File: src/rtl/domain_scan_guard.sv
module domain_scan_guard #(
  parameter int NUM_DOM = 8,
  parameter int NUM_ENT = 16,
  parameter int NUM_RID = 16,
  parameter int AW = 32,
  parameter int CIW = 8,
  localparam int RW = (NUM_RID > 1) ? $clog2(NUM_RID) : 1,
  localparam int DW = (NUM_DOM > 1) ? $clog2(NUM_DOM) : 1,
  localparam int EW = $clog2(NUM_ENT + 1)
) (
  input  logic           clk,
  input  logic           rst_n,
  input  logic           req_valid,
  output logic           req_ready,
  input  logic [RW-1:0]  req_rid,
  input  logic [AW-1:0]  req_addr,
  input  logic [1:0]     req_type,
  output logic           res_grant,
  output logic           res_fault,
  input  logic           cfg_we,
  input  logic [2:0]     cfg_sel,
  input  logic [CIW-1:0] cfg_idx,
  input  logic [AW-1:0]  cfg_wdata,
  input  logic           cfg_lock
);

  typedef enum logic [1:0] {IDLE, LOOK, SCAN} st_t;
  st_t st;

  logic               locked;
  logic [AW-1:0]      ent_lo   [NUM_ENT];
  logic [AW-1:0]      ent_hi   [NUM_ENT];
  logic [2:0]         ent_perm [NUM_ENT];
  logic [EW-1:0]      dom_end  [NUM_DOM];
  logic [NUM_DOM-1:0] rid_mask [NUM_RID];

  logic [RW-1:0]      rid_q;
  logic [AW-1:0]      addr_q;
  logic [1:0]         type_q;
  logic [NUM_DOM-1:0] pend, rest;
  logic [DW-1:0]      cur;
  logic [EW-1:0]      lo_idx, hi_idx;
  logic [NUM_ENT-1:0] hit_vec;
  logic [2:0]         need;

  assign req_ready = (st == IDLE);
  // kind 3 shifts the bit out, leaving no permission that can match
  assign need = 3'b001 << type_q;

  always_comb begin
    cur = '0;
    for (int d = NUM_DOM - 1; d >= 0; d--)
      if (pend[d]) cur = DW'(d);
  end

  assign hi_idx = dom_end[cur];
  assign lo_idx = (cur == '0) ? '0 : dom_end[cur - DW'(1)];
  assign rest   = pend & ~(NUM_DOM'(1) << cur);

  for (genvar e = 0; e < NUM_ENT; e++) begin : g_ent
    assign hit_vec[e] = (EW'(e) >= lo_idx) && (EW'(e) < hi_idx) &&
                        (addr_q >= ent_lo[e]) && (addr_q <= ent_hi[e]) &&
                        (|(ent_perm[e] & need));
  end

  always_ff @(posedge clk or negedge rst_n) begin
    if (!rst_n) begin
      st        <= IDLE;
      rid_q     <= '0;
      addr_q    <= '0;
      type_q    <= '0;
      pend      <= '0;
      res_grant <= 1'b0;
      res_fault <= 1'b0;
    end else begin
      res_grant <= 1'b0;
      res_fault <= 1'b0;
      case (st)
        IDLE: if (req_valid) begin
          rid_q  <= req_rid;
          addr_q <= req_addr;
          type_q <= req_type;
          st     <= LOOK;
        end
        LOOK: begin
          pend <= rid_mask[rid_q];
          if (rid_mask[rid_q] == '0) begin
            res_fault <= 1'b1;
            st        <= IDLE;
          end else begin
            st <= SCAN;
          end
        end
        SCAN: begin
          if (|hit_vec) begin
            res_grant <= 1'b1;
            st        <= IDLE;
          end else begin
            pend <= rest;
            if (rest == '0) begin
              res_fault <= 1'b1;
              st        <= IDLE;
            end
          end
        end
        default: st <= IDLE;
      endcase
    end
  end

  always_ff @(posedge clk or negedge rst_n) begin
    if (!rst_n) begin
      locked <= 1'b0;
      for (int e = 0; e < NUM_ENT; e++) begin
        ent_lo[e]   <= '0;
        ent_hi[e]   <= '0;
        ent_perm[e] <= '0;
      end
      for (int d = 0; d < NUM_DOM; d++) dom_end[d] <= '0;
      for (int r = 0; r < NUM_RID; r++) rid_mask[r] <= '0;
    end else begin
      if (cfg_lock) locked <= 1'b1;
      if (cfg_we && !locked) begin
        for (int e = 0; e < NUM_ENT; e++)
          if (cfg_idx == CIW'(e)) begin
            if (cfg_sel == 3'd0) ent_lo[e]   <= cfg_wdata;
            if (cfg_sel == 3'd1) ent_hi[e]   <= cfg_wdata;
            if (cfg_sel == 3'd2) ent_perm[e] <= cfg_wdata[2:0];
          end
        for (int d = 0; d < NUM_DOM; d++)
          if (cfg_idx == CIW'(d) && cfg_sel == 3'd3) dom_end[d] <= cfg_wdata[EW-1:0];
        for (int r = 0; r < NUM_RID; r++)
          if (cfg_idx == CIW'(r) && cfg_sel == 3'd4) rid_mask[r] <= cfg_wdata[NUM_DOM-1:0];
      end
    end
  end

endmodule


File: config.mk
export PLATFORM = sky130hd
export DESIGN_NAME = domain_scan_guard
export DESIGN_NICKNAME = d
export VERILOG_FILES = /design/src/rtl/domain_scan_guard.sv
export SDC_FILE = /design/constraint.sdc
export NUM_CORES = 2
export LEC_CHECK = 0
export ABC_AREA = 1
export BUFFER_PORTS_ARGS = -buffer_cell sky130_fd_sc_hd__buf_2
export CORE_MARGIN = 2
export CORE_UTILIZATION = 64
export CTS_CLUSTER_DIAMETER = 150
export DETAILED_ROUTE_END_ITERATION = 10
export MAX_ROUTING_LAYER = met4
export PLACE_DENSITY = 0.81
export SLEW_MARGIN = 20
export SYNTH_ARGS = -nofsm -noshare
export SYNTH_HDL_FRONTEND = slang
export SYNTH_SLANG_ARGS = --single-unit
File: constraint.sdc
create_clock -name clk -period 6.75 [get_ports clk]
set_input_delay 1.6875 -clock clk [delete_from_list [all_inputs] [get_ports clk]]
set_output_delay 1.6875 -clock clk [all_outputs]
set_load 0.05 [all_outputs]
==> impl_metrics.yaml <==
clock_tree:
  root_buffer: "clkbuf_16"
  numCtsBuffers: 142
  cts_buffer_depth: 3
  htree_levels: 4
  insertion_delay_ns: 0.81
  cts.sinks: 1291
  postCtsSetupBuffers: 0
  cts_resized: 0
  hold_buffers: 0
  clk_pin_slew_ns: 0.06
  cts_tree: "yes"
routing:
  wire_per_inst_um: 20.9
  vias: 64700
  drt-initial-drc-count: 6875
  avgViaCountPerCell: 6.02
  drt-total-wl_mm: 224
  drc_errors: 0
  drt_pre_antenna_iters: 7
  final_antenna_net_count: 0
sta:
  fin_setup_tns_ns: 0
  fin_crit_sh_pct: 66.5
  hold_ws_ns: 0.477
  setup_ws_ns: 2.26
  relSlewSlack_pct: 18.3
  setup_viol: 0
  max_slew.worst_pin.slew_ns: 1.21
  finalHoldViolations: 0
  clock.fmax_mhz: 223
  grt_setup_unrepaired: "false"
  fin_skew_ns: 0.0206
  final_max_slew_viol_count: 0
  period_minus_slack_ns: 4.49
floorplan:
  initial_core_util_pct: 64.6
  die_area_mm2: 0.120
  core-area_mm2: 0.116
  die_h_um: 346
  ios: 89
  die_w_um: 346
  rows: 125
grt:
  track_usage_pct: 38.7
  grt_pass1_vias: 62900
  grt_pass1_wl_mm: 348
  grt_antenna_before_repair: 11
  grt-ovfl-total: 0
  grt_max_degree: 169
worst_setup_path:
  crit_top_cell: "nand2_1"
  crit-reg2reg-launch: "addr_q[19]"
  slowest_delay_ns: 0.97
  critical_path.startpoint: "addr_q[19]"
  crit_chain: "buf_4 > ha_1 > a21oi_1 > o21ai_0 > nand2_1 > o211ai_1 > a21oi_1 > nand2_1 > a31oi_1 > nor2_1 > nand2_1 > nand3_1 > nor2_2 > nand2_2 > nand2_4 > nand2_4 > nand2_1 > nand2_1"
  critPathArrivalTime_ns: 5.17
  critPathRequiredTime_ns: 7.43
  cp-endpoint: "pend[1]"
  crit_type: "flop to flop"
  worstRegToRegCells: 18
  worstReg2RegEnd: "pend[1]"
  worstSetupEndpointType: "flop"
  critPathMaxFanout: 23
  cp-start-kind: "flop"
  critPathSlowestCell: "dfrtp_2"
  rrSetupSlack_ns: 2.26
yosys:
  synth_top_area_share_pct: 43.0
  synth_cell_types: 48
  ys.flop_type: "dfrtp_1"
  ys_seq_area_share_pct: 43.0
  synth_area_per_cell_um2: 8.22
  synth_enable_flop_cells: 0
  synth_common_cells: "nand2_1 (2,231), o21ai_0 (1,461), inv_1 (1,298)"
  syn_inst: 9127
  netlist_area_mm2: 0.0750
  synth_seq_cells: 1291
  synth.area.top_cells: "dfrtp_1 (43%), ha_1 (17%), nand2_1 (11%), o21ai_0 (9.7%), inv_1 (6.5%)"
  yosysTopAreaCell: "dfrtp_1"
  synthArstFlopShare_pct: 100
  synth_nets: 10200
  post-synth-top-count-cell: "nand2_1"
  ys_warn_count: 0
power:
  ir_drop_v: 0.000579
  finalPower_uw: 29700
  p_leak_uw: 0.0378
  p_per_area_mw_per_mm2: 362
layout:
  area_growth_syn_to_layout_pct: 9.15
  seq_area_mm2: 0.0323
  drive_gt1_share_pct: 5.90
  multi_input_area_mm2: 0.0365
  nFillCells: 8838
  final_nets: 10200
placed_design:
  gp_congestion: 0.978
  dp_slack_ns: 2.09
  numPortBuffers: 88
  dpl.hpwl_mm: 139
run_status:
  status: "complete, no violations"
worst_hold_path:
  hp-class: "flop to flop"
run:
  drv_cap: 0
==> where the power goes <==
group	leakage (µW)	total, µW	switching, µW	internal [µW]
Combinational	0.0176	13000	8450	4580
Sequential	0.0179	8780	897	7880
Clock	0.00228	7840	3290	4550
==> per-layer routing <==
| layer | vias up | share of wire, % | global-route usage, % | wire (µm) |
|---|---|---|---|---|
| met5 | - | 0 | - | 0 |
| met4 | 0 | 7.3 | 24.5 | 16400 |
| met3 | 811 | 10 | 7.63 | 22400 |
| met2 | 3019 | 44 | 58.2 | 99000 |
| met1 | 30900 | 39 | 48.0 | 86600 |
| li1 | 30000 | - | - | - |
==> how the worst min path moves through the flow <==
stage / startpoint / end / cells past startpoint
after detailed placement: locked / locked / 1
after CTS: locked / locked / 1
after global placement: locked / locked / 1
after floorplan: locked / locked / 1
after global routing: locked / locked / 1
final: locked / locked / 1
==> cell usage in the layout (no fill, tap or decap), drive strengths merged, types with 29 or more instances in the layout <==
master	count
nand3	220
nand4	92
clkinv	29
o21ai	1463
inv	1305
buf	222
o21a	32
a21oi	550
nor2	215
o211ai	68
clkbuf	219
nor3	68
mux2i	32
ha	1033
dfrtp	1291
nand2	2248
==> cell families (layout without fill, tap and decap cells) <==
logic type / count (synthesis) / in the layout / share of synthesized area [%]
other: 0 / 13 / 0
adders and majority gates: 1033 / 1033 / 17.2
DFF: 1291 / 1291 / 43.0
muxes: 32 / 32 / 0.427
AOI/OAI and AO/OA: 2179 / 2179 / 15.1
buffers and inverters: 1693 / 1783 / 8.55
and+or+nand+nor: 2899 / 2899 / 15.6
==> worst max-delay path, delay by kind of cell (launching register included) <==
family / cells / cell delay [ns]
buffers and inverters: 1 / 0.41
adder cells (fa/ha/maj): 1 / 0.30
flip-flops: 1 / 0.97
AND/OR/NAND/NOR: 11 / 1.27
AO/OA/AOI/OAI: 5 / 1.34
==> flip-flops by register name, indices dropped and copies added, names as in the netlist <==
register / cells
pend: 8
rid_mask: 128
ent_hi: 512
locked: 1
dom_end: 40
rid_q: 4
type_q: 2
res_fault: 1
ent_perm: 48
ent_lo: 512
addr_q: 32
res_grant: 1
st: 2
==> metrics by stage <==
stage	util, %	cells	area [µm²]
2_1_floorplan	-	9127	75000
6_report	70.5	10800	81900
4_1_cts	70.4	10700	81800
3_5_place_dp	66.4	10500	77200
5_1_grt	70.5	10800	81900
3_3_place_gp	66.4	10500	77200
==> cell type report <==
type / count / share of cell area (%)
antenna: 13 / 0.0397
clock buffer: 219 / 5.16
clock inverter: 34 / 0.525
inverter: 1308 / 6.00
multi-input combinational: 6143 / 44.5
sequential: 1291 / 39.5
tap: 1524 / 2.33
timing repair buffer: 222 / 1.92
No activity file was read; power rests on OpenSTA's default activity.
